==> config.mk <==
export PLATFORM = sky130hd
export DESIGN_NAME = dir_home_ctrl
export DESIGN_NICKNAME = d
export VERILOG_FILES = /design/src/rtl/dir_pkg.sv /design/src/rtl/dir_store.sv /design/src/rtl/dir_policy.sv /design/src/rtl/dir_lowest_pick.sv /design/src/rtl/dir_home_ctrl.sv
export SDC_FILE = /design/constraint.sdc
export NUM_CORES = 1
export LEC_CHECK = 0
export BUFFER_PORTS_ARGS = -buffer_cell sky130_fd_sc_hd__buf_2
export CORE_AREA = 4 4 136 171
export DETAILED_ROUTE_END_ITERATION = 7
export DIE_AREA = 0 0 140 175
export PLACE_DENSITY = 0.75
export SLEW_MARGIN = 15
export SYNTH_ARGS = -nofsm -noshare
export SYNTH_HDL_FRONTEND = slang
export SYNTH_SLANG_ARGS = --single-unit
==> constraint.sdc <==
create_clock -name clk -period 4.75 [get_ports clk]
set_clock_uncertainty 0.15 [all_clocks]
set_input_delay 0.7125 -clock clk [delete_from_list [all_inputs] [get_ports clk]]
set_output_delay 0.7125 -clock clk [all_outputs]
set_load 0.01 [all_outputs]
==> src/rtl/dir_pkg.sv <==
package dir_pkg;

  typedef enum logic [1:0] {
    BLK_U = 2'd0,
    BLK_S = 2'd1,
    BLK_E = 2'd2
  } blk_state_e;

  typedef enum logic [1:0] {
    REQ_RD = 2'd0,
    REQ_WR = 2'd1,
    REQ_WB = 2'd2
  } req_kind_e;

  typedef enum logic [1:0] {
    MSG_DATA      = 2'd0,
    MSG_INV       = 2'd1,
    MSG_FETCH     = 2'd2,
    MSG_FETCH_INV = 2'd3
  } msg_kind_e;

  typedef enum logic [1:0] {
    PH_IDLE  = 2'd0,
    PH_XACT  = 2'd1,
    PH_REPLY = 2'd2
  } ctl_phase_e;

endpackage

==> src/rtl/dir_store.sv <==
module dir_store
  import dir_pkg::*;
#(
  parameter int NODES  = 4,
  parameter int BLOCKS = 8,
  parameter int DW     = 16,
  localparam int NW = (NODES > 1) ? $clog2(NODES) : 1,
  localparam int BW = (BLOCKS > 1) ? $clog2(BLOCKS) : 1
) (
  input  logic              clk,
  input  logic              rst_n,
  input  logic [BW-1:0]     rd_blk,
  output blk_state_e        rd_state,
  output logic [NODES-1:0]  rd_sharers,
  output logic [NW-1:0]     rd_owner,
  output logic [DW-1:0]     rd_data,
  input  logic              dir_we,
  input  logic [BW-1:0]     wr_blk,
  input  blk_state_e        wr_state,
  input  logic [NODES-1:0]  wr_sharers,
  input  logic [NW-1:0]     wr_owner,
  input  logic              mem_we,
  input  logic [BW-1:0]     mem_blk,
  input  logic [DW-1:0]     mem_wdata
);

  blk_state_e       st_r  [BLOCKS];
  logic [NODES-1:0] shr_r [BLOCKS];
  logic [NW-1:0]    own_r [BLOCKS];
  logic [DW-1:0]    mem_r [BLOCKS];

  assign rd_state   = st_r[rd_blk];
  assign rd_sharers = shr_r[rd_blk];
  assign rd_owner   = own_r[rd_blk];
  assign rd_data    = mem_r[rd_blk];

  always_ff @(posedge clk or negedge rst_n) begin
    if (!rst_n) begin
      for (int b = 0; b < BLOCKS; b++) begin
        st_r[b]  <= BLK_U;
        shr_r[b] <= '0;
        own_r[b] <= '0;
        mem_r[b] <= '0;
      end
    end else begin
      if (dir_we) begin
        st_r[wr_blk]  <= wr_state;
        shr_r[wr_blk] <= wr_sharers;
        own_r[wr_blk] <= wr_owner;
      end
      if (mem_we) begin
        mem_r[mem_blk] <= mem_wdata;
      end
    end
  end

endmodule

==> src/rtl/dir_policy.sv <==
module dir_policy
  import dir_pkg::*;
#(
  parameter int NODES = 4,
  localparam int NW = (NODES > 1) ? $clog2(NODES) : 1
) (
  input  logic [1:0]        kind,
  input  logic [NW-1:0]     node,
  input  blk_state_e        cur_state,
  input  logic [NODES-1:0]  cur_sharers,
  input  logic [NW-1:0]     cur_owner,
  output logic              is_miss,
  output logic              wb_hit,
  output logic [NODES-1:0]  target_mask,
  output logic [1:0]        target_kind,
  output logic              want_data,
  output blk_state_e        nx_state,
  output logic [NODES-1:0]  nx_sharers,
  output logic [NW-1:0]     nx_owner
);

  logic [NODES-1:0] req_bit;
  logic [NODES-1:0] own_bit;
  logic [NODES-1:0] owner_other;

  assign req_bit     = NODES'(1) << node;
  assign own_bit     = NODES'(1) << cur_owner;
  assign owner_other = own_bit & ~req_bit;

  always_comb begin
    is_miss     = (kind == REQ_RD) || (kind == REQ_WR);
    wb_hit      = (kind == REQ_WB) && (cur_state == BLK_E) && (cur_owner == node);
    target_mask = '0;
    target_kind = MSG_INV;
    want_data   = 1'b0;
    nx_state    = cur_state;
    nx_sharers  = cur_sharers;
    nx_owner    = cur_owner;
    if (kind == REQ_RD) begin
      case (cur_state)
        BLK_S: nx_sharers = cur_sharers | req_bit;
        BLK_E: begin
          target_mask = owner_other;
          target_kind = MSG_FETCH;
          want_data   = |owner_other;
          nx_state    = BLK_S;
          nx_sharers  = own_bit | req_bit;
        end
        default: begin
          nx_state   = BLK_S;
          nx_sharers = req_bit;
        end
      endcase
    end else if (kind == REQ_WR) begin
      nx_state   = BLK_E;
      nx_sharers = req_bit;
      nx_owner   = node;
      case (cur_state)
        BLK_S: begin
          target_mask = cur_sharers & ~req_bit;
          target_kind = MSG_INV;
        end
        BLK_E: begin
          target_mask = owner_other;
          target_kind = MSG_FETCH_INV;
          want_data   = |owner_other;
        end
        default: ;
      endcase
    end
  end

endmodule

==> src/rtl/dir_lowest_pick.sv <==
module dir_lowest_pick #(
  parameter int N = 4,
  localparam int IW = (N > 1) ? $clog2(N) : 1
) (
  input  logic [N-1:0]  mask,
  output logic [N-1:0]  onehot,
  output logic [IW-1:0] idx
);

  logic [N:0] seen;
  assign seen[0] = 1'b0;

  for (genvar i = 0; i < N; i++) begin : g_chain
    assign onehot[i]  = mask[i] & ~seen[i];
    assign seen[i+1]  = seen[i] | mask[i];
  end

  always_comb begin
    idx = '0;
    for (int i = N - 1; i >= 0; i--) begin
      if (onehot[i]) idx = IW'(i);
    end
  end

endmodule

==> src/rtl/dir_home_ctrl.sv <==
module dir_home_ctrl
  import dir_pkg::*;
#(
  parameter int NODES  = 4,
  parameter int BLOCKS = 8,
  parameter int DW     = 16,
  localparam int NW = (NODES > 1) ? $clog2(NODES) : 1,
  localparam int BW = (BLOCKS > 1) ? $clog2(BLOCKS) : 1
) (
  input  logic          clk,
  input  logic          rst_n,
  input  logic          req_valid,
  output logic          req_ready,
  input  logic [1:0]    req_type,
  input  logic [NW-1:0] req_node,
  input  logic [BW-1:0] req_blk,
  input  logic [DW-1:0] req_data,
  output logic          out_valid,
  input  logic          out_ready,
  output logic [1:0]    out_type,
  output logic [NW-1:0] out_node,
  output logic [BW-1:0] out_blk,
  output logic [DW-1:0] out_data,
  input  logic          rsp_valid,
  output logic          rsp_ready,
  input  logic [NW-1:0] rsp_node,
  input  logic [DW-1:0] rsp_data,
  output logic          busy
);

  ctl_phase_e       ph_q;
  logic [NW-1:0]    node_q;
  logic [BW-1:0]    blk_q;
  logic [NODES-1:0] send_q;
  logic [NODES-1:0] wait_q;
  logic [1:0]       skind_q;
  logic             need_q;
  logic [DW-1:0]    data_q;
  blk_state_e       nst_q;
  logic [NODES-1:0] nshr_q;
  logic [NW-1:0]    nown_q;

  logic             idle;
  logic             accept;
  logic [BW-1:0]    look_blk;
  blk_state_e       cur_state;
  logic [NODES-1:0] cur_sharers;
  logic [NW-1:0]    cur_owner;
  logic [DW-1:0]    cur_data;

  logic             pol_miss;
  logic             pol_wb_hit;
  logic [NODES-1:0] pol_mask;
  logic [1:0]       pol_kind;
  logic             pol_want;
  blk_state_e       pol_state;
  logic [NODES-1:0] pol_sharers;
  logic [NW-1:0]    pol_owner;

  logic [NODES-1:0] pick_onehot;
  logic [NW-1:0]    pick_idx;
  logic             out_fire;
  logic             rsp_hit;
  logic             wb_apply;
  logic             commit;

  logic             dir_we;
  logic [BW-1:0]    wr_blk;
  blk_state_e       wr_state;
  logic [NODES-1:0] wr_sharers;
  logic [NW-1:0]    wr_owner;
  logic             mem_we;
  logic [DW-1:0]    mem_wdata;

  assign idle     = (ph_q == PH_IDLE);
  assign accept   = idle && req_valid;
  assign look_blk = idle ? req_blk : blk_q;

  dir_store #(
    .NODES (NODES),
    .BLOCKS(BLOCKS),
    .DW    (DW)
  ) u_store (
    .clk       (clk),
    .rst_n     (rst_n),
    .rd_blk    (look_blk),
    .rd_state  (cur_state),
    .rd_sharers(cur_sharers),
    .rd_owner  (cur_owner),
    .rd_data   (cur_data),
    .dir_we    (dir_we),
    .wr_blk    (wr_blk),
    .wr_state  (wr_state),
    .wr_sharers(wr_sharers),
    .wr_owner  (wr_owner),
    .mem_we    (mem_we),
    .mem_blk   (wr_blk),
    .mem_wdata (mem_wdata)
  );

  dir_policy #(
    .NODES(NODES)
  ) u_policy (
    .kind       (req_type),
    .node       (req_node),
    .cur_state  (cur_state),
    .cur_sharers(cur_sharers),
    .cur_owner  (cur_owner),
    .is_miss    (pol_miss),
    .wb_hit     (pol_wb_hit),
    .target_mask(pol_mask),
    .target_kind(pol_kind),
    .want_data  (pol_want),
    .nx_state   (pol_state),
    .nx_sharers (pol_sharers),
    .nx_owner   (pol_owner)
  );

  dir_lowest_pick #(
    .N(NODES)
  ) u_pick (
    .mask  (send_q),
    .onehot(pick_onehot),
    .idx   (pick_idx)
  );

  // Outgoing message mux: commands during collection, data reply at the end.
  always_comb begin
    out_valid = 1'b0;
    out_type  = MSG_DATA;
    out_node  = node_q;
    out_blk   = blk_q;
    out_data  = '0;
    case (ph_q)
      PH_XACT: begin
        out_valid = |send_q;
        out_type  = skind_q;
        out_node  = pick_idx;
      end
      PH_REPLY: begin
        out_valid = 1'b1;
        out_data  = data_q;
      end
      default: ;
    endcase
  end

  assign out_fire  = out_valid && out_ready;
  assign rsp_ready = (ph_q == PH_XACT);
  assign rsp_hit   = rsp_ready && rsp_valid && wait_q[rsp_node];
  assign req_ready = idle;
  assign busy      = !idle;

  assign wb_apply = accept && pol_wb_hit;
  assign commit   = (ph_q == PH_REPLY) && out_ready;

  // Single directory/memory write port shared by write-back and commit paths.
  assign dir_we     = wb_apply || commit;
  assign wr_blk     = idle ? req_blk : blk_q;
  assign wr_state   = idle ? BLK_U : nst_q;
  assign wr_sharers = idle ? '0 : nshr_q;
  assign wr_owner   = idle ? '0 : nown_q;
  assign mem_we     = wb_apply || (rsp_hit && need_q);
  assign mem_wdata  = idle ? req_data : rsp_data;

  always_ff @(posedge clk or negedge rst_n) begin
    if (!rst_n) begin
      ph_q    <= PH_IDLE;
      node_q  <= '0;
      blk_q   <= '0;
      send_q  <= '0;
      wait_q  <= '0;
      skind_q <= MSG_INV;
      need_q  <= 1'b0;
      data_q  <= '0;
      nst_q   <= BLK_U;
      nshr_q  <= '0;
      nown_q  <= '0;
    end else begin
      case (ph_q)
        PH_IDLE: begin
          if (accept && pol_miss) begin
            node_q  <= req_node;
            blk_q   <= req_blk;
            send_q  <= pol_mask;
            wait_q  <= pol_mask;
            skind_q <= pol_kind;
            need_q  <= pol_want;
            data_q  <= cur_data;
            nst_q   <= pol_state;
            nshr_q  <= pol_sharers;
            nown_q  <= pol_owner;
            ph_q    <= PH_XACT;
          end
        end
        PH_XACT: begin
          if (out_fire) begin
            send_q <= send_q & ~pick_onehot;
          end
          if (rsp_hit) begin
            wait_q <= wait_q & ~(NODES'(1) << rsp_node);
            if (need_q) data_q <= rsp_data;
          end
          if ((send_q == '0) && (wait_q == '0)) begin
            ph_q <= PH_REPLY;
          end
        end
        PH_REPLY: begin
          if (out_ready) ph_q <= PH_IDLE;
        end
        default: ph_q <= PH_IDLE;
      endcase
    end
  end

endmodule

==> flow_summary.yaml, run 1 <==
yosys:
  synthCells: 1045
  yosys_warnings: 0
  synth_compound_area_frac: 0.160
  synth_cell_type_count: 61
  synthAdderAreaFrac: 0.00639
  netlist_area_um2: 11700
  synth_seq_area_share: 0.499
  synth-async-reset-ratio: 1.00
  syn-mean-instance-area_um2: 11.2
  synth_simple_gate_area_share: 0.0971
  synth-xor-area-share: 0.00607
  synth_edf_count: 0
  synth_mux_area_frac: 0.198
  ys_ff_latch: 234
  synth_ff_type: "dfrtp_1"
  synth_nets: 1097
  synth_top_family_by_area: "multiplexers"
cts:
  root_buffer: "clkbuf_16"
  clock_sinks: 234
  ctsHoldBuffers: 0
  clockBufferDepth: 3
  postCtsSetupBuffers: 0
  worstSkewPairLatency_ps: 520
  cts_resized: 0
  numCtsBuffers: 24
  cts_tree: "built"
  htree_levels: 1
  clkTransAtPathRegs_ps: 60
floorplan:
  start_util: 0.547
  die_h_um: 175
  io-pin-count: 73
  dieArea_um2: 24500
  rows: 60
  coreArea_um2: 21500
  die_w_um: 140
global_routing:
  gr-total-overflow: 0
  track_usage: 0.265
  grt_antenna_before_repair: 0
  grt_pass1_vias: 9306
  grt_pass1_wl_um: 51700
  grt_max_degree: 112
detailed_routing:
  routedWlPerCell_um: 23.4
  ant_nets: 0
  drc_errors: 0
  drtIter0Drc: 913
  drt_first_pass_iters: 5
  viasPerCell: 6.48
  totalWireLength_um: 32700
  vias: 9060
worst_setup_path:
  crit_fanout: 16
  cp_top_family: "multiplexers"
  startpoint_type: "flip-flop"
  crit_required_ps: 5000
  slowest_delay_ps: 580
  critPathBufInv: 3
  crit_slowest_cell: "mux2i_4"
  crit_arrival_ps: 4720
  cp-end-kind: "flip-flop"
  r2r_slack_ps: 280
  critPathKind: "reg -> reg"
  path_cells: "inv_1 > ha_2 > mux2i_4 > nand2_1 > o22ai_1 > o21ai_0 > o311ai_0 > ha_1 > nand2_1 > nor3_1 > buf_4 > nand2_2 > o31ai_4 > buf_4 > mux2_2"
layout:
  drive_above_1_share: 0.268
  regArea_um2: 5860
  multiInputGateArea_um2: 5530
  n_fill_cell: 1713
  nNetsFinal: 1157
  final_util: 0.614
  area_growth_pct: 12.2
  antenna_cells: 0
placement:
  port_buffers: 72
  dpl.hpwl_um: 21800
  dp_slack_ps: 295
  gp_congestion: 0.982
power_and_ir_drop:
  power_density_nw_per_um2: 627
  ir_worst_vdd_mv: 0.456
  power_leakage_uw: 0.00615
sta:
  fin_crit_ps: 4470
  finalWorstSetupSlack_ps: 278
  final.setup.tns_ps: 0
  max_freq_ghz: 0.224
  rsz0062_at_grt: "no"
  hold_violations: 0
  setup-violations-final: 0
  drv_slew: 0
  tightest_slew_ps: 1070
  slew_headroom: 0.285
  fin_crit_sh: 0.941
flow_run:
  maxCapViolations: 0
min_path:
  hp-class: "in -> async"
status:
  status: "complete, no violations"
[state kept, by name (all words and copies together), names as in the netlist, 3 cells and up]
name / flops
data_q: 16
nshr_q: 4
out_blk: 3
send_q: 4
u_store.mem_r: 128
u_store.own_r: 16
u_store.shr_r: 32
u_store.st_r: 16
wait_q: 4
[worst paths after layout]
path,start,end,depth (start not counted)
worst max-delay path,ph_q[0],u_store.mem_r[65],15
max in group asynchronous,rst_n,u_store.mem_r[90],2
worst max register to register,ph_q[0],u_store.mem_r[65],15
min in group clk,data_q[5],data_q[5],2
worst min register to register,data_q[5],data_q[5],2
worst min-delay path,rst_n,u_store.own_r[5],1
[metal layers]
metal / vias to the layer above / share of wire / track usage / routed length, um
met4: 0 / 0.050 / 0.122 / 1640
li1: 3975 / - / - / -
met1: 4572 / 0.40 / 0.333 / 13000
met2: 404 / 0.49 / 0.449 / 16100
met5: - / 0 / 0 / 0
met3: 109 / 0.064 / 0.0435 / 2080
[through the flow]
step	total power, uW	hold WS [ps]	cells	area, um^2
after floorplan	5160	267	1045	11700
final	8260	95.4	1398	13200
after global routing	8670	187	1398	13200
after detailed placement	6370	313	1356	12400
after CTS	8210	162	1396	13200
after global placement	6300	311	1356	12400
[placed cells by master, fill, tap and decap left out, drive strengths merged, types with 4 or more instances in the layout]
master | synthesis | final
o211ai | 11 | 11
a311oi | 4 | 4
buf | 31 | 104
and2 | 20 | 20
mux2 | 174 | 174
o22ai | 20 | 20
and3 | 14 | 14
a221oi | 5 | 5
inv | 15 | 15
nand3 | 14 | 14
clkinv | 1 | 4
a211oi | 10 | 10
nand2b | 6 | 6
nor2 | 43 | 43
o21ai | 58 | 58
o31ai | 4 | 4
a32o | 48 | 48
a31oi | 5 | 5
a21o | 7 | 7
a221o | 8 | 8
o221ai | 8 | 8
nand2 | 141 | 141
a21oi | 39 | 39
ha | 6 | 6
mux2i | 28 | 28
clkbuf | 39 | 36
a22oi | 11 | 11
dfrtp | 233 | 233
nor3 | 11 | 11
nand4 | 4 | 4
[power by group]
| part | leakage [uW] | internal, uW | switching, uW |
|---|---|---|---|
| sequential | 0.00317 | 2430 | 291 |
| combinational | 0.00262 | 1310 | 2390 |
| clock | 0.000371 | 1070 | 761 |
[cell usage after synthesis (all sizes together), types with 14 or more instances]
cell type,n,area share
dfrtp,233,0.50
buf,31,0.016
a21oi,39,0.017
nand2,141,0.045
o22ai,20,0.011
clkbuf,39,0.012
mux2i,28,0.025
nand3,14,0.0060
inv,15,0.0048
and3,14,0.0075
a32o,48,0.041
mux2,174,0.17
nor2,43,0.014
o21ai,58,0.027
and2,20,0.011
[cell type report]
type                            count  area share
Sequential cell                   234       0.444
Inverter                           16     0.00456
Clock inverter                      4     0.00342
Clock buffer                       36      0.0536
Timing Repair Buffer              104      0.0482
Multi-Input combinational cell    725       0.419
Tap cell                          279      0.0265
[kinds of logic after synthesis]
logic type	after synthesis
and+or+nand+nor	259
buffers and inverters	86
DFF	234
adders and majority gates	6
xor gates and xnor gates	3
AOI/OAI and AO/OA	252
muxes	205
Note: power is estimated with default switching activity, not from simulation.
==> run 2, diff against run 1 <==
--- a/config.mk
+++ b/config.mk
@@ -10,6 +10,7 @@
 export DETAILED_ROUTE_END_ITERATION = 7
 export DIE_AREA = 0 0 140 175
 export PLACE_DENSITY = 0.75
+export SETUP_SLACK_MARGIN = 0.4
 export SLEW_MARGIN = 15
 export SYNTH_ARGS = -nofsm -noshare
 export SYNTH_HDL_FRONTEND = slang
==> run 2 against run 1 <==
Via count is 0.74% higher. Core utilization is 0.57 points higher. Critical endpoint is now u_store.mem_r[37]. Non-clock buffer count is 4 higher. Highest routed layer unchanged.
==> flow_summary.yaml, run 2 (synthesis gave the netlist of run 1 again) <==
floorplan:
  rows: 60
  die_w_um: 140
  dieArea_um2: 24500
  start_util: 0.547
  die_h_um: 175
  io-pin-count: 73
  coreArea_um2: 21500
placement:
  dpl.hpwl_um: 22000
  gp_congestion: 0.926
  dp_cells: 1359
  postPlaceCellArea_um2: 12400
  port_buffers: 72
layout:
  area_growth_pct: 13.3
  drive_above_1_share: 0.278
  final_cell_mix: "dfrtp_1 (233), nand2_1 (140), mux2_2 (137)"
  fin_area_um2: 13300
  finalNonFillerCells: 1406
  largest_reg_flops: 128
  regMostFlops: "u_store.mem_r"
  nNetsFinal: 1162
  antenna_cells: 0
  largestRegisters: "u_store.mem_r (128), u_store.shr_r (32)"
  mostFrequentLayoutCell: "dfrtp_1"
cts:
  clockBufferDepth: 3
  worstSkewPairLatency_ps: 520
  clock_sinks: 234
  ctsHoldBuffers: 0
  cts_tree: "built"
  clkTransAtPathRegs_ps: 70
  numCtsBuffers: 25
  root_buffer: "clkbuf_16"
  htree_levels: 1
detailed_routing:
  totalWireLength_um: 33000
  routedWlPerCell_um: 23.5
  drc_errors: 0
  ant_nets: 0
  vias: 9127
  viasPerCell: 6.49
  drt_first_pass_iters: 6
  drtIter0Drc: 1005
sta:
  setup-violations-final: 0
  hold_violations: 0
  slew_headroom: 0.415
  fin_crit_ps: 4190
  drv_slew: 0
  max_freq_ghz: 0.239
  tightest_slew_ps: 878
  final.setup.tns_ps: 0
  fin_crit_sh: 0.881
  rsz0062_at_grt: "no"
worst_setup_path:
  critPathKind: "reg -> reg"
  crit_cells: 15
  crit_fanout: 27
  startpoint_type: "flip-flop"
  critPathBufInv: 4
  path_cells: "inv_1 > ha_4 > mux2i_4 > buf_4 > o221ai_1 > o21ai_0 > o311ai_0 > ha_1 > nand2_1 > nor3_4 > buf_4 > and2_4 > a31oi_4 > buf_4 > mux2_2"
  cp-end-kind: "flip-flop"
  crit_required_ps: 5000
  cp_top_family: "buffers and inverters"
  crit_slowest_cell: "buf_4"
  r2r_slack_ps: 560
  cp_common_cell: "buf_4"
  crit_arrival_ps: 4440
  slowest_delay_ps: 400
  r2r_cells: 15
power_and_ir_drop:
  power_leakage_uw: 0.00622
  power_uw: 8420
  ir_worst_vdd_mv: 0.415
  power_density_nw_per_um2: 633
min_path:
  hp-class: "in -> async"
flow_run:
  maxCapViolations: 0
status:
  status: "complete, no violations"
global_routing:
  grt_max_degree: 112
  gr-total-overflow: 0
  grt_pass1_wl_um: 52600
  grt_pass1_vias: 9394
  grt_antenna_before_repair: 0
  track_usage: 0.267
## run 2: changes by cell type in the layout (fill, tap and decap cells not counted), moves of 2 or more
cell | before | now
clkbuf_1 | 7 | 3
clkinv_2 | 3 | 6
buf_6 | 0 | 2
buf_4 | 30 | 32
clkbuf_8 | 4 | 7
## run 2: per-stage QoR
| stage | hold WS (ps) | worst slack [ps] | utilization |
|---|---|---|---|
| after global placement | 310 | 441 | 0.579 |
| after detailed placement | 314 | 204 | 0.579 |
| after global routing | 184 | 402 | 0.619 |
| after CTS | 162 | 490 | 0.618 |
| final | 113 | 563 | 0.619 |
| after floorplan | 267 | 457 | - |
## run 2: report_power, final
group	switching (uW)	internal (uW)	total, uW
registers	298	2430	2730
logic	2400	1350	3750
clock network	808	1130	1940
total	3500	4910	8420
## run 2: final cells by class
| type | count | area [um^2] |
|---|---|---|
| fill | 1756 | 8170 |
| sequential | 234 | 5860 |
| multi-input combinational | 725 | 5550 |
| clock buffer | 35 | 733 |
| timing repair buffer | 108 | 673 |
| tap | 279 | 349 |
| clock inverter | 9 | 76.3 |
| inverter | 16 | 60.1 |
## run 2: what timing repair did
item	4_1_cts	5_1_grt
pin swaps	2	0
endpoints found under the setup margin	48	135
cloned	0	0
gates resized for setup	1	4
buffers inserted	3	0
## run 2: path summary, 6_finish.rpt
check                           from                end
min in group clk           data_q[9]          data_q[9]
min reg2reg                data_q[9]          data_q[9]
min                            rst_n  u_store.shr_r[14]
max reg2reg                  ph_q[0]  u_store.mem_r[37]
max                          ph_q[0]  u_store.mem_r[37]
max in group asynchronous      rst_n         data_q[12]
## run 2: routing by layer
layer	vias to the layer above	routed length [um]	global-route usage
li1	3996	-	-
met1	4568	12800	0.343
met2	448	16000	0.443
met3	115	2350	0.0389
met4	0	1780	0.133
met5	-	0	0
## run 2: worst register-to-register path, cell delays in order (launching register included)
cell	delay, ps
dfrtp_1	390
inv_1	140
ha_4	260
mux2i_4	350
buf_4	410
o221ai_1	210
o21ai_0	130
o311ai_0	310
ha_1	320
nand2_1	110
nor3_4	70
buf_4	160
and2_4	180
a31oi_4	150
buf_4	340
mux2_2	390
==> run 3, diff against run 2 <==
--- a/config.mk
+++ b/config.mk
@@ -5,13 +5,14 @@
 export SDC_FILE = /design/constraint.sdc
 export NUM_CORES = 1
 export LEC_CHECK = 0
+export ABC_AREA = 1
 export BUFFER_PORTS_ARGS = -buffer_cell sky130_fd_sc_hd__buf_2
-export CORE_AREA = 4 4 136 171
+export CORE_AREA = 4 4 138 173
 export DETAILED_ROUTE_END_ITERATION = 7
-export DIE_AREA = 0 0 140 175
-export PLACE_DENSITY = 0.75
+export DIE_AREA = 0 0 142 177
+export PLACE_DENSITY = 0.77
 export SETUP_SLACK_MARGIN = 0.4
-export SLEW_MARGIN = 15
+export SLEW_MARGIN = 20
 export SYNTH_ARGS = -nofsm -noshare
 export SYNTH_HDL_FRONTEND = slang
 export SYNTH_SLANG_ARGS = --single-unit
==> run 3 against run 2 <==
Highest routed layer unchanged. Cell area grew 3.3%. Maximum frequency is 3.8% higher. Power rose by 12%. Global-route usage increased by 1.4 points. Clock-buffer cell count decreased by 1. Largest power group unchanged. Sequential share of layout area shrank 1.4 points. Clock power is 12% higher. Final cell count up 43%.
==> flow_summary.yaml, run 3 <==
status:
  status: "complete, no violations"
yosys:
  synth_edf_count: 0
  synth_nets: 1731
  yosys.area.top_type: "dfrtp_1"
  yosys_warnings: 0
  synth_seq_area_share: 0.475
  synth-async-reset-ratio: 1.00
  synth_most_common_cell: "nand2_1"
  synth-xor-area-share: 0
  synth_ff_type: "dfrtp_1"
  synth_simple_gate_area_share: 0.381
  netlist_area_um2: 12300
  synth_mux_area_frac: 0
  synthCells: 1679
  synth_top_cell_area_share: 0.472
  syn-mean-instance-area_um2: 7.35
  ys_ff_latch: 234
  synth_cell_type_count: 39
  synthTopCellsByCount: "nand2_1 (723), nand3_1 (254), dfrtp_1 (233)"
  synth_top_family_by_area: "simple AND/OR/NAND/NOR gates"
  synth_compound_area_frac: 0.0582
  synthAdderAreaFrac: 0.00608
  synthTopCellsByArea: "dfrtp_1 (47%), nand2_1 (22%), nand3_1 (10%)"
floorplan:
  die_h_um: 177
  coreArea_um2: 22200
  dieArea_um2: 25100
  rows: 61
  io-pin-count: 73
  start_util: 0.556
  die_w_um: 142
detailed_routing:
  drtIter0Drc: 1223
  route.met2.wl_um: 17900
  totalWireLength_um: 35900
  vias: 11500
  drc_errors: 0
  top_layer_used: "met4"
  routedWlPerCell_um: 17.9
  drt_first_pass_iters: 6
  ant_nets: 0
  viasPerCell: 5.74
  route.met3.wl_um: 2430
  wl_met1_um: 13900
worst_setup_path:
  r2r_start: "ph_q[0]"
  r2r_cells: 18
  r2r_end: "u_store.st_r[2]"
  r2r_slack_ps: 720
  cp-end-kind: "flip-flop"
  crit_fanout: 41
  crit_arrival_ps: 4290
  startpoint_type: "flip-flop"
  critPathKind: "reg -> reg"
  crit_required_ps: 5010
cts:
  worstSkewPairLatency_ps: 540
  clkTransAtPathRegs_ps: 60
  htree_levels: 1
  numCtsBuffers: 26
  root_buffer: "clkbuf_16"
  clockBufferDepth: 3
  clock_sinks: 234
  cts_tree: "built"
layout:
  area_growth_pct: 11.4
  nNetsFinal: 1763
  largest_reg_flops: 128
  largestRegisters: "u_store.mem_r (128), u_store.shr_r (32)"
  regMostFlops: "u_store.mem_r"
  mostFrequentLayoutCell: "nand2_1"
  antenna_cells: 0
  drive_above_1_share: 0.105
  final_cell_mix: "nand2_1 (721), nand3_1 (254), dfrtp_1 (233)"
sta:
  hold_violations: 0
  rsz0062_at_grt: "no"
  fin_crit_sh: 0.849
  setup-violations-final: 0
  drv_slew: 0
  fin_crit_ps: 4030
  max_freq_ghz: 0.248
  tightest_slew_ps: 1080
  slew_headroom: 0.281
  final.setup.tns_ps: 0
  holdWs_ps: 104
global_routing:
  grt_antenna_before_repair: 0
  track_usage: 0.281
  grt_pass1_vias: 11100
  grt_pass1_wl_um: 57300
  grt_max_degree: 119
  gr-total-overflow: 0
power_and_ir_drop:
  power_density_nw_per_um2: 683
  ir_worst_vdd_mv: 0.523
  power_leakage_uw: 0.00770
placement:
  port_buffers: 72
  gp_congestion: 0.921
  dpl.hpwl_um: 22500
min_path:
  hp-class: "in -> async"
flow_run:
  maxCapViolations: 0
==> run 3: power breakdown <==
| part | internal [uW] | switching (uW) |
|---|---|---|
| clock | 1360 | 821 |
| sequential | 2630 | 386 |
| combinational | 1150 | 3050 |
| total | 5130 | 4260 |
==> run 3: worst max-delay path, stage by stage, from the launching register on <==
cell and delay (ps):
dfrtp_1 390, inv_1 90, ha_2 310, buf_8 270
nand2_1 130, nand2_4 220, nand2_1 150, o32ai_1 300
nor2_1 70, nand2_1 130, ha_1 180, inv_1 50
nor4_1 310, nand3_2 230, nand2_2 170, buf_8 260
nand2_2 240, nand2_1 160, nand2_1 70
==> run 3: layout make-up <==
class,instances,area [um^2]
fill,1996,8460
clock inverter,13,201
tap,283,354
sequential,234,5860
inverter,106,403
multi-input combinational,1244,5590
timing repair buffer,99,608
clock buffer,34,732
==> run 3: layer usage <==
metal / vias up / track usage
li1: 5436 / -
met5: - / 0
met3: 106 / 0.0281
met4: 0 / 0.138
met1: 5517 / 0.352
met2: 489 / 0.486
==> run 3: worst max-delay path by stage <==
stage / slack [ps] / end / cells past startpoint / start
after global routing: 400 / u_store.st_r[2] / 18 / ph_q[1]
after CTS: 400 / u_store.st_r[12] / 19 / ph_q[0]
after detailed placement: 210 / u_store.mem_r[17] / 17 / ph_q[0]
final: 720 / u_store.st_r[2] / 18 / ph_q[0]
after global placement: 320 / u_store.mem_r[18] / 17 / ph_q[0]
after floorplan: 1410 / u_store.mem_r[38] / 23 / ph_q[0]
==> run 3: repair_timing <==
| item | in CTS | in global routing |
|---|---|---|
| hold buffers | 0 | 0 |
| pin swaps | 0 | 2 |
| setup endpoints to repair | 145 | 192 |
| buffers inserted | 0 | 1 |
| cloned | 0 | 1 |
| resized for setup | 4 | 17 |
==> run 3: stage by stage <==
stage | utilization | std cells | total power (uW) | setup WS [ps] | cell area [um^2]
floorplan | - | 1679 | 5850 | 1410 | 12300
global placement | 0.572 | 1964 | 6990 | 323 | 12700
detailed placement | 0.572 | 1964 | 7090 | 209 | 12700
CTS | 0.615 | 2011 | 9300 | 401 | 13700
global route | 0.619 | 2013 | 10000 | 403 | 13700
finish | 0.619 | 2013 | 9390 | 715 | 13700
==> run 3: kinds of logic (layout without fill, tap and decap cells) <==
kind of cell             count (synthesis)  after routing
flip-flops                             234            234
adder cells (fa/ha/maj)                  6              6
AND/OR/NAND/NOR                       1121           1122
AO/OA/AOI/OAI                          116            116
buffers and inverters                  202            252
